--- src/rtl/sae_pkg.sv ---
package sae_pkg;

  localparam int OP_W = 3;

  localparam logic [OP_W-1:0] OP_ADD    = 3'd0;
  localparam logic [OP_W-1:0] OP_SH1ADD = 3'd1;
  localparam logic [OP_W-1:0] OP_SH2ADD = 3'd2;
  localparam logic [OP_W-1:0] OP_SH3ADD = 3'd3;
  localparam logic [OP_W-1:0] OP_EXTU   = 3'd4;
  localparam logic [OP_W-1:0] OP_EXTS   = 3'd5;

  function automatic logic op_is_arith(input logic [OP_W-1:0] o);
    return o[2] == 1'b0;
  endfunction

  function automatic logic op_is_extract(input logic [OP_W-1:0] o);
    return (o == OP_EXTU) || (o == OP_EXTS);
  endfunction

endpackage

--- src/rtl/sae_shift_add.sv ---
module sae_shift_add #(
  parameter int DATA_W = 32,
  parameter int SH_W   = 2
) (
  input  logic [DATA_W-1:0] opnd_a,
  input  logic [DATA_W-1:0] opnd_b,
  input  logic [SH_W-1:0]   shamt,
  output logic [DATA_W-1:0] sum,
  output logic              cout
);

  localparam int NSH = 1 << SH_W;

  logic [DATA_W-1:0] shifted_opts [NSH];
  logic [DATA_W-1:0] scaled;

  // one pre-shifted copy per shift amount, picked by the mux below
  for (genvar k = 0; k < NSH; k++) begin : g_shift
    assign shifted_opts[k] = opnd_a << k;
  end

  assign scaled = shifted_opts[shamt];

  always_comb begin
    {cout, sum} = {1'b0, scaled} + {1'b0, opnd_b};
  end

endmodule

--- src/rtl/sae_field_extract.sv ---
module sae_field_extract #(
  parameter int DATA_W = 32,
  parameter int POS_W  = $clog2(DATA_W)
) (
  input  logic [DATA_W-1:0] src,
  input  logic [POS_W-1:0]  pos,
  input  logic [POS_W-1:0]  len_m1,
  input  logic              sign_fill,
  output logic [DATA_W-1:0] res
);

  logic [POS_W-1:0]  lsb_idx;   // little-endian index of the field's right end
  logic [POS_W-1:0]  top_idx;   // clipped width minus one
  logic [DATA_W-1:0] aligned;
  logic              fill_bit;

  always_comb begin
    lsb_idx  = POS_W'(DATA_W - 1) - pos;
    // the field may not reach past the MSB (position 0)
    top_idx  = (len_m1 <= pos) ? len_m1 : pos;
    aligned  = src >> lsb_idx;
    fill_bit = sign_fill & aligned[top_idx];
  end

  for (genvar i = 0; i < DATA_W; i++) begin : g_bit
    assign res[i] = (POS_W'(i) <= top_idx) ? aligned[i] : fill_bit;
  end

endmodule

--- src/rtl/sae_out_stage.sv ---
module sae_out_stage #(
  parameter int DATA_W  = 32,
  parameter bit REG_OUT = 1'b1
) (
  input  logic              clk,
  input  logic              rst,
  input  logic              v_in,
  input  logic [DATA_W-1:0] d_in,
  input  logic              c_in,
  output logic              v_out,
  output logic [DATA_W-1:0] d_out,
  output logic              c_out
);

  if (REG_OUT) begin : g_reg
    always_ff @(posedge clk) begin
      if (rst) begin
        v_out <= 1'b0;
        d_out <= '0;
        c_out <= 1'b0;
      end else begin
        v_out <= v_in;
        d_out <= d_in;
        c_out <= c_in;
      end
    end
  end else begin : g_comb
    assign v_out = v_in;
    assign d_out = d_in;
    assign c_out = c_in;
  end

endmodule

--- src/rtl/sae_unit.sv ---
module sae_unit #(
  parameter int DATA_W  = 32,
  parameter bit REG_OUT = 1'b1,
  localparam int POS_W  = $clog2(DATA_W)
) (
  input  logic                      clk,
  input  logic                      rst,
  input  logic                      in_valid,
  input  logic [sae_pkg::OP_W-1:0]  op,
  input  logic [DATA_W-1:0]         src_a,
  input  logic [DATA_W-1:0]         src_b,
  input  logic [POS_W-1:0]          fld_pos,
  input  logic [POS_W-1:0]          fld_len_m1,
  output logic                      out_valid,
  output logic [DATA_W-1:0]         result,
  output logic                      carry_out
);
  import sae_pkg::*;

  logic [DATA_W-1:0] add_sum;
  logic              add_cout;
  logic [DATA_W-1:0] ext_res;
  logic [DATA_W-1:0] sel_res;
  logic              sel_cout;

  sae_shift_add #(.DATA_W(DATA_W), .SH_W(2)) u_shadd (
    .opnd_a (src_a),
    .opnd_b (src_b),
    .shamt  (op[1:0]),
    .sum    (add_sum),
    .cout   (add_cout)
  );

  sae_field_extract #(.DATA_W(DATA_W), .POS_W(POS_W)) u_extract (
    .src       (src_a),
    .pos       (fld_pos),
    .len_m1    (fld_len_m1),
    .sign_fill (op == OP_EXTS),
    .res       (ext_res)
  );

  // idle cycles and unused opcodes produce zeros
  always_comb begin
    sel_res  = '0;
    sel_cout = 1'b0;
    if (in_valid) begin
      if (op_is_arith(op)) begin
        sel_res  = add_sum;
        sel_cout = add_cout;
      end else if (op_is_extract(op)) begin
        sel_res  = ext_res;
      end
    end
  end

  sae_out_stage #(.DATA_W(DATA_W), .REG_OUT(REG_OUT)) u_out (
    .clk   (clk),
    .rst   (rst),
    .v_in  (in_valid),
    .d_in  (sel_res),
    .c_in  (sel_cout),
    .v_out (out_valid),
    .d_out (result),
    .c_out (carry_out)
  );

  if (REG_OUT) begin : g_chk
    AST_VALID_ONE_CYCLE: assert property (@(posedge clk) disable iff (rst)
      out_valid == $past(in_valid));

    AST_IDLE_ZERO: assert property (@(posedge clk) disable iff (rst)
      !out_valid |-> (result == '0 && !carry_out));

    AST_EXTRACT_NO_CARRY: assert property (@(posedge clk) disable iff (rst)
      $past(in_valid && op_is_extract(op)) |-> !carry_out);

    AST_ADD_DOUBLES: assert property (@(posedge clk) disable iff (rst)
      $past(in_valid && op == OP_ADD && src_a == src_b)
        |-> result == DATA_W'($past(src_a) << 1));

    AST_UNSIGNED_ZERO_ABOVE: assert property (@(posedge clk) disable iff (rst)
      $past(in_valid && op == OP_EXTU)
        |-> (result >> ($past({1'b0, fld_len_m1}) + 1'b1)) == '0);
  end

endmodule

--- config.mk ---
export PLATFORM = sky130hd
export DESIGN_NAME = sae_unit
export DESIGN_NICKNAME = d
export VERILOG_FILES = /design/src/rtl/sae_pkg.sv /design/src/rtl/sae_shift_add.sv /design/src/rtl/sae_field_extract.sv /design/src/rtl/sae_out_stage.sv /design/src/rtl/sae_unit.sv
export SDC_FILE = /design/constraint.sdc
export NUM_CORES = 1
export LEC_CHECK = 0
export ABC_AREA = 1
export BUFFER_PORTS_ARGS = -buffer_cell sky130_fd_sc_hd__buf_4
export CAP_MARGIN = 20
export CORE_MARGIN = 8
export CORE_UTILIZATION = 45
export DETAILED_ROUTE_END_ITERATION = 7
export PLACE_DENSITY = 0.68
export SLEW_MARGIN = 10
export SYNTH_ARGS = -nofsm -noshare
export SYNTH_HDL_FRONTEND = slang
export SYNTH_SLANG_ARGS = --single-unit
--- constraint.sdc ---
create_clock -name clk -period 3.95 [get_ports clk]
set_clock_uncertainty 0.15 [all_clocks]
set_input_delay 0 -clock clk [delete_from_list [all_inputs] [get_ports clk]]
set_output_delay 0 -clock clk [all_outputs]
set_load 0.02 [all_outputs]
==> metrics.txt <==
Hold Crit Class primary input to register; top-count cell post-synth nand2_1; max-cap violations 0; placed inst area 0.00722 mm^2; vias in the first global route 7584; Finished Cell Area 0.00741 mm^2; Synth Cell Area 0.00632 mm^2; row cnt 43; hold buffer count at cts 4; Inserted Diodes 0; clock power share 19.6%; critical path class primary input to register; Seq pwr share 19.3%; RSZ-0062 raised after global routing no; Die Footprint 0.0181 mm^2; post-synthesis sequential area ratio 10.8%; dpl hpwl 20700 um; Avg Inst Size Synth 5.41 um^2; TNS Setup 0 ps; GRT Util Overall 27.5%; via count 8102; syn_nets 1287; DR vias/cell 5.65; Final Power 1.97 mW; cell taking the most area after synthesis nand2_1; Routed Antenna Nets 0; routed length per instance 17.8 um; H-tree levels 2; Die H 135 um; GRT Residual Overflow 0; Max-slew headroom 61.2%; clock tree sinks 34; clock transition at the registers of the reported paths 50 ps; I/O Buffers 113; Core Area 0.0138 mm^2; CP Launch Type primary input; post-synth cell types 42; total leakage power 4.11 nW; Primary FF master, synth dfxtp_1; status finished clean; RePlAce Congestion 1.00; I/O pin cnt 114; CP Max Fanout 33; Post-CTS Repair Setup Buffers 0; Hold Startpoint src_b[0]; share of cells above drive strength 1 12.9%; Power Density 266 mW/mm^2; CTS tree yes; VDD IR max 0.000172 V; Int Power 1.03 mW; asr flop ratio synth 0%; NetSw 939 uW; global-route wire length before repair 40000 um; synth warn 0; Die W 135 um; largest cells by area after synthesis nand2_1 23%, nand3_1 15%, dfxtp_1 11%; post-layout util 53.6%; top cell type's share of synthesized area 23.4%; CTS buffer count 5; post-route minimum period 3220 ps; total wire length 25500 um; critical path arrival 3230 ps; final hold violations 0; clk root buf clkbuf_16; Worst EP required 3950 ps; Final Slew Violations 0; drt initial violations 699; synthesized flop and latch total 34; largest net degree at the start of global routing 36; CTS resizes 0; fmax 310 MHz; Final period util 81.6%; Syn-to-layout area delta 17.1%; Comb power frac 61.1%; maximum clock path buffer count 2; measured slew at the worst slew-check pin 580 ps; Gate Count Post-Synth 1169; Post-synth EDFFs 0; Hold Crit Depth 3; Final #Nets 1370; Post-synth top cells 395 x nand2_1, 192 x nand3_1, 99 x nor2_1, 97 x inv_1, 75 x a21oi_1; final setup fails 0; Hold Path Sink u_out.d_out[0]$_SDFF_PP0_; initial cell density of the core 45.7%; Switching Fraction 47.7%; initial antenna violation count 0; drt first pass iters 5; drt drc 0; kind of end point of the critical path register
metal layers:
metal  global-route usage [%]  up-vias  wire, um
met5                        0        -         0
met4                     8.98        0       691
met3                     3.90       40      2410
met2                     44.1      418     11300
met1                     37.1     3603     11100
li1                         -     4041         -
state kept, by name, indices dropped and copies added, names as in the netlist:
name / flops
u_out.d_out: 32
u_out.v_out: 1
u_out.c_out: 1
how the worst max path moves through the flow:
stage                     from                          to  slack, ps  depth (start not counted)
finish              fld_pos[2]  u_out.d_out[23]$_SDFF_PP0_        730                         22
global route        fld_pos[2]  u_out.d_out[13]$_SDFF_PP0_        390                         22
CTS                 fld_pos[2]  u_out.d_out[23]$_SDFF_PP0_        800                         22
detailed placement  fld_pos[2]   u_out.d_out[8]$_SDFF_PP0_        530                         22
global placement    fld_pos[2]  u_out.d_out[13]$_SDFF_PP0_        530                         22
floorplan                op[0]  u_out.d_out[25]$_SDFF_PP0_        960                         15
power groups by stage:
| stage | combinational (mW) | sequential [mW] | clock, mW |
|---|---|---|---|
| 6_report | 1.20 | 0.379 | 0.386 |
| 5_1_grt | 1.33 | 0.381 | 0.411 |
| 4_1_cts | 1.18 | 0.379 | 0.394 |
| 3_5_place_dp | 1.17 | 0.386 | 0 |
| 3_3_place_gp | 1.17 | 0.386 | 0 |
| 2_1_floorplan | 0.785 | 0.415 | 0 |
critical path, stage by stage:
cell,delay [ps]
buf_4,320
inv_1,110
ha_1,310
nand2_1,60
nor2_1,140
nand2_1,80
nand3_2,100
nand2_2,170
nand2_1,100
nand2_1,280
nor2_4,300
nand2_1,110
nand2_1,90
nor2_1,50
nor2_1,90
nor2_1,50
nand2_1,60
nand2_1,60
nand2_2,440
nand2_1,130
nand2_1,90
nand2_1,50
logic make-up after synthesis:
group / after synthesis / synth area share, %
AOI/OAI and AO/OA: 161 / 14.2
xor gates and xnor gates: 5 / 0.693
adders and majority gates: 38 / 7.64
buffers and inverters: 155 / 10.2
DFF: 34 / 10.8
muxes: 51 / 8.07
and+or+nand+nor: 725 / 48.5
placed cells by master (no fill, tap or decap), drive strengths merged, types with 2 or more instances in the layout:
master and count:
o221ai 2, a21o 4, ha 37, mux2i 51, o21a 3, o21ai 57, o21bai 2, inv 104
xnor2 2, clkbuf 7, dlygate4sd3 4, a31oi 6, a221oi 2, o211ai 5, nand4 7, nor3 5
buf 123, a21oi 75, nor4 2, xor2 3, and2 2, dfxtp 34, or2 10, nand2 400
nand3 193, nor2 105
layout make-up:
cell class,count,area [um^2]
multi-input combinational,980,5000
sequential,34,681
clock inverter,1,5.00
clock buffer,7,143
fill,1554,6420
timing repair buffer,127,963
tap,180,225
inverter,104,390
per-stage QoR:
step	hold slack, ps	std cells	setup slack [ps]
2_1_floorplan	-56.2	1169	964
3_3_place_gp	92.7	1421	534
3_5_place_dp	93.1	1421	533
4_1_cts	32.7	1433	805
5_1_grt	25.8	1433	388
6_report	33.0	1433	726
Note: power is estimated with default switching activity, not from simulation.
